<file path="config.mk">
export PLATFORM = sky130hd
export DESIGN_NAME = subword_dmem
export DESIGN_NICKNAME = d
export VERILOG_FILES = /design/src/rtl/dmem_pkg.sv /design/src/rtl/dmem_store_merge.sv /design/src/rtl/dmem_array.sv /design/src/rtl/dmem_load_extract.sv /design/src/rtl/subword_dmem.sv
export SDC_FILE = /design/constraint.sdc
export NUM_CORES = 2
export LEC_CHECK = 0
export BUFFER_PORTS_ARGS = -buffer_cell sky130_fd_sc_hd__clkbuf_2
export CAP_MARGIN = 0
export CORE_ASPECT_RATIO = 0.5
export CORE_MARGIN = 2
export CORE_UTILIZATION = 67
export CTS_CLUSTER_DIAMETER = 60
export DETAILED_ROUTE_END_ITERATION = 12
export PLACE_DENSITY = 0.84
export SETUP_SLACK_MARGIN = 0.5
export SYNTH_ARGS = -nofsm -noshare
export SYNTH_HDL_FRONTEND = slang
export SYNTH_HIERARCHICAL = 1
export SYNTH_SLANG_ARGS = --single-unit
</file>
<file path="constraint.sdc">
create_clock -name clk -period 7.28 [get_ports clk]
set_clock_uncertainty 0.1 [all_clocks]
set_input_delay 1.456 -clock clk [delete_from_list [all_inputs] [get_ports clk]]
set_output_delay 1.456 -clock clk [all_outputs]
set_load 0.01 [all_outputs]
</file>
<file path="src/rtl/dmem_pkg.sv">
package dmem_pkg;
    typedef enum logic [1:0] {
        SZ_WORD = 2'b00,
        SZ_HALF = 2'b01,
        SZ_BYTE = 2'b10,
        SZ_WIDE = 2'b11
    } size_e;

    localparam int unsigned WORD_W  = 32;
    localparam int unsigned LANES   = WORD_W / 8;
endpackage

</file>
<file path="src/rtl/dmem_store_merge.sv">
module dmem_store_merge
    import dmem_pkg::*;
(
    input  logic                 clk,
    input  logic                 rst_n,
    input  logic [1:0]           lane,
    input  size_e                size,
    input  logic [WORD_W-1:0]    old_word,
    input  logic [WORD_W-1:0]    wdata,
    output logic [LANES-1:0]     lane_mask,
    output logic [WORD_W-1:0]    new_word
);
    logic [WORD_W-1:0] spread;

    always_comb begin
        unique case (size)
            SZ_BYTE: begin
                lane_mask = 4'b0001 << lane;
                spread    = {LANES{wdata[7:0]}};
            end
            SZ_HALF: begin
                lane_mask = lane[1] ? 4'b1100 : 4'b0011;
                spread    = {2{wdata[15:0]}};
            end
            SZ_WORD, SZ_WIDE: begin
                lane_mask = 4'b1111;
                spread    = wdata;
            end
        endcase
    end

    for (genvar g = 0; g < LANES; g++) begin : g_lane
        assign new_word[8*g +: 8] = lane_mask[g] ? spread[8*g +: 8] : old_word[8*g +: 8];
    end


    byte_mask_chk: assert property (@(posedge clk) disable iff (!rst_n)
        (size == SZ_BYTE) |-> ($countones(lane_mask) == 1 && lane_mask[lane]));

    half_mask_chk: assert property (@(posedge clk) disable iff (!rst_n)
        (size == SZ_HALF) |-> ($countones(lane_mask) == 2 && lane_mask[{lane[1], 1'b0}]));

    word_mask_chk: assert property (@(posedge clk) disable iff (!rst_n)
        (size == SZ_WORD || size == SZ_WIDE) |-> ($countones(lane_mask) == LANES));
endmodule

</file>
<file path="src/rtl/dmem_array.sv">
module dmem_array
    import dmem_pkg::*;
#(
    parameter int unsigned DEPTH = 64,
    parameter int unsigned IDX_W = $clog2(DEPTH)
) (
    input  logic                 clk,
    input  logic                 rst_n,
    input  logic                 we,
    input  logic [IDX_W-1:0]     idx,
    input  logic [WORD_W-1:0]    wr_word,
    output logic [WORD_W-1:0]    rd_word
);
    logic [WORD_W-1:0] mem [DEPTH];

    always_ff @(posedge clk or negedge rst_n) begin
        if (!rst_n) begin
            for (int i = 0; i < DEPTH; i++) mem[i] <= '0;
        end else if (we) begin
            mem[idx] <= wr_word;
        end
    end

    assign rd_word = mem[idx];


    write_lands_chk: assert property (@(posedge clk) disable iff (!rst_n)
        we |=> (mem[$past(idx)] == $past(wr_word)));

    idle_hold_chk: assert property (@(posedge clk) disable iff (!rst_n)
        !we |=> (mem[$past(idx)] == $past(rd_word)));
endmodule

</file>
<file path="src/rtl/dmem_load_extract.sv">
module dmem_load_extract
    import dmem_pkg::*;
(
    input  logic                 clk,
    input  logic                 rst_n,
    input  logic [1:0]           lane,
    input  size_e                size,
    input  logic [WORD_W-1:0]    word_in,
    output logic [WORD_W-1:0]    data_out
);
    logic [7:0]  byte_sel;
    logic [15:0] half_sel;

    always_comb begin
        byte_sel = word_in[8*lane +: 8];
        half_sel = word_in[16*lane[1] +: 16];
        unique case (size)
            SZ_BYTE:          data_out = {{24{byte_sel[7]}}, byte_sel};
            SZ_HALF:          data_out = {{16{half_sel[15]}}, half_sel};
            SZ_WORD, SZ_WIDE: data_out = word_in;
        endcase
    end


    byte_sign_chk: assert property (@(posedge clk) disable iff (!rst_n)
        (size == SZ_BYTE) |-> (data_out[7:0] == word_in[8*lane +: 8]
                               && data_out[31:8] == {24{word_in[8*lane + 7]}}));

    half_sign_chk: assert property (@(posedge clk) disable iff (!rst_n)
        (size == SZ_HALF) |-> (data_out[15:0] == word_in[16*lane[1] +: 16]
                               && data_out[31:16] == {16{word_in[16*lane[1] + 15]}}));
endmodule

</file>
<file path="src/rtl/subword_dmem.sv">
module subword_dmem
    import dmem_pkg::*;
#(
    parameter int unsigned DEPTH = 64,
    parameter int unsigned AW    = $clog2(DEPTH) + 2
) (
    input  logic              clk,
    input  logic              rst_n,
    input  logic [AW-1:0]     addr,
    input  logic [31:0]       wdata,
    input  logic              we,
    input  logic [1:0]        st_width,
    input  logic [1:0]        ld_width,
    output logic [31:0]       rdata
);
    localparam int unsigned IDX_W = AW - 2;

    logic [IDX_W-1:0]  word_idx;
    logic [1:0]        lane;
    logic [WORD_W-1:0] cur_word;
    logic [WORD_W-1:0] merged;
    logic [LANES-1:0]  mask;

    assign word_idx = addr[AW-1:2];
    assign lane     = addr[1:0];

    dmem_array #(.DEPTH(DEPTH), .IDX_W(IDX_W)) u_array (
        .clk     (clk),
        .rst_n   (rst_n),
        .we      (we),
        .idx     (word_idx),
        .wr_word (merged),
        .rd_word (cur_word)
    );

    dmem_store_merge u_merge (
        .clk       (clk),
        .rst_n     (rst_n),
        .lane      (lane),
        .size      (size_e'(st_width)),
        .old_word  (cur_word),
        .wdata     (wdata),
        .lane_mask (mask),
        .new_word  (merged)
    );

    dmem_load_extract u_extract (
        .clk      (clk),
        .rst_n    (rst_n),
        .lane     (lane),
        .size     (size_e'(ld_width)),
        .word_in  (cur_word),
        .data_out (rdata)
    );

    // bytes outside the mask keep their old value on a write
    for (genvar g = 0; g < LANES; g++) begin : g_keep
        keep_lane_chk: assert property (@(posedge clk) disable iff (!rst_n)
            (we && !mask[g]) |=> (u_array.mem[$past(word_idx)][8*g +: 8]
                                  == $past(cur_word[8*g +: 8])));
    end
endmodule

</file>
==> impl_metrics.ini <==
[global_routing]
grt_max_degree = 209
gr-total-overflow = 0
first_global_vias = 68076
antenna_found_initial = 36
grt.total_usage = 0.446
grt_pass1_wl_um = 465000

[worst_setup_path]
path_cells = buf_8 > nor2b_4 > buf_12 > buf_12 > a221oi_1 > nor4_1 > nand2_1 > nand3_1 > or4_1 > mux2_4 > nor2b_1 > a221o_1 > clkbuf_2
reg2regPathDepth = 7
crit_end = rdata[0]
startpoint_type = primary input
cp_slowest_stage_delay_ps = 970
required_ps = 5720
endpoint_kind = output pin
critical_path_class = in -> out
r2r_setup_slack_ps = 3310
path_buf_inv = 4
worstPathArrival_ps = 5390
crit_family = simple AND/OR/NAND/NOR gates
crit_start = addr[3]
path_max_fanout = 45
r2r_end = u_array/mem[1699]
cp.depth = 13
slowest_stage = nor4_1
r2r_start = u_array/mem[1219]
crit_path_frequent_cell = buf_12

[route]
wl_um = 320000
first_pass_iters = 10
drcViolationCount = 0
ant_nets = 0
vias_per_cell = 7.59
drtIter0Drc = 9881
num_vias = 67226
detail_route.wl_per_cell_um = 36.1

[layout]
syn_to_final_growth_pct = 10.4
final_common_cell = mux2_2
regMostFlops = u_array/mem
fin_nets = 6916
largest_reg_flops = 2048
final_cell_mix = mux2_2 (2084), dfrtp_1 (2048), a22oi_1 (436)
largestRegisters = u_array/mem: 2048 flops
drive_gt1_frac = 0.434
final_cells = 8862
fin_util = 0.750

[floorplan]
dieWidth_um = 533
start_util = 0.679
fp-row-count = 96
pin_count = 79
dieArea_mm2 = 0.143
core_mm2 = 0.138
die_h_um = 268

[logic_synthesis]
postSynthAreaPerCell_um2 = 13.4
synth_cells = 6986
ys_warn_count = 6
syn_nets = 7037
syn_area_mm2 = 0.0937

[place]
placed_cells = 8536
port_buffers = 78
place_worst_setup_slack_ps = 9.76
dp_hpwl_um = 198000
gp_congestion = 0.981

[cts]
cts_tree = yes
cts-root-buf = clkbuf_16
clock_latency_ps = 850
holdBufCountCts = 0
clock_sinks = 2048
clk_path_buf_depth = 4
clk_pin_slew_ps = 70
htree_levels = 4
cts_buffers = 181

[run_status]
status = finished with violations
violations = capacitance limit, slew limit

[timing]
period_share = 0.955
fmax_ghz = 0.144
rsz0062_at_grt = yes
period_needed_ps = 6950
tightest_slew_ps = 1500
slew_violations = 27
finalWorstSetupSlack_ps = 330
max_slew_margin = -0.00262
finalSetupViolCount = 0
hold_violations = 0

[hold_path]
hp-class = reg -> reg

[pwr]
p_leak_nw = 48.2
vdd_drop_max_mv = 0.185
power.density_mw_per_mm2 = 275

[job]
drv_cap = 1
==> area by class of cell <==
type                            instances  area, um2
Timing Repair Buffer                  467       4310
Fill cell                            8370      34500
Tap cell                             1862       2330
Clock buffer                          256       5300
Clock inverter                         56        632
Inverter                                9       37.5
Sequential cell                      2048      51200
Antenna cell                            6       15.0
Multi-Input combinational cell       4158      39500
==> metal layers <==
layer	vias up	share of wire	GRT usage
li1	25898	-	-
met1	35015	0.37	0.605
met2	5075	0.42	0.629
met3	1202	0.16	0.187
met4	36	0.053	0.201
met5	-	0.00090	0
==> worst reg2reg max path, stage by stage, from the launching register on <==
cell,delay [ps]
dfrtp_1,380
a221oi_1,260
a21oi_1,80
o21ai_0,1120
nand2_1,80
or4_1,670
mux2_4,600
mux2_2,550
==> power by group <==
| part | switching (mW) | total (mW) | internal, mW | leakage, nW |
|---|---|---|---|---|
| Sequential | 0.917 | 13.9 | 13.0 | 27.6 |
| Combinational | 2.61 | 4.62 | 2.02 | 17.7 |
| Clock | 4.36 | 9.85 | 5.49 | 2.93 |
| Total | 7.88 | 28.4 | 20.5 | 48.2 |
==> what timing repair did <==
| item | 4_1_cts | 5_1_grt |
|---|---|---|
| cloned | 0 | 0 |
| resized for setup | 10 | 20 |
| pin swaps | 0 | 3 |
| endpoints found under the setup margin | 27 | 25 |
| hold endpoints to repair | 0 | 0 |
| buffers inserted | 0 | 8 |
==> how the worst min path moves through the flow <==
stage	slack, ps	from	cells after the start	end
floorplan	350	u_array/mem[1929]	1	u_array/mem[1929]
global placement	360	u_array/mem[1949]	1	u_array/mem[1949]
detailed placement	370	u_array/mem[1922]	1	u_array/mem[1922]
CTS	390	u_array/mem[1922]	1	u_array/mem[1922]
global route	410	u_array/mem[1130]	1	u_array/mem[1130]
finish	400	u_array/mem[1950]	1	u_array/mem[1950]
==> per-stage QoR <==
stage / power [mW] / hold WS (ps) / setup TNS (ps) / area [um2]
after CTS: 28.2 / 391 / 0 / 103000
final: 28.4 / 397 / 0 / 103000
after global routing: 29.2 / 407 / 0 / 103000
after detailed placement: 18.5 / 374 / 0 / 97300
after global placement: 18.1 / 363 / -103 / 97300
after floorplan: 16.6 / 353 / 0 / 93700
Power figures use the tool's default switching activity.
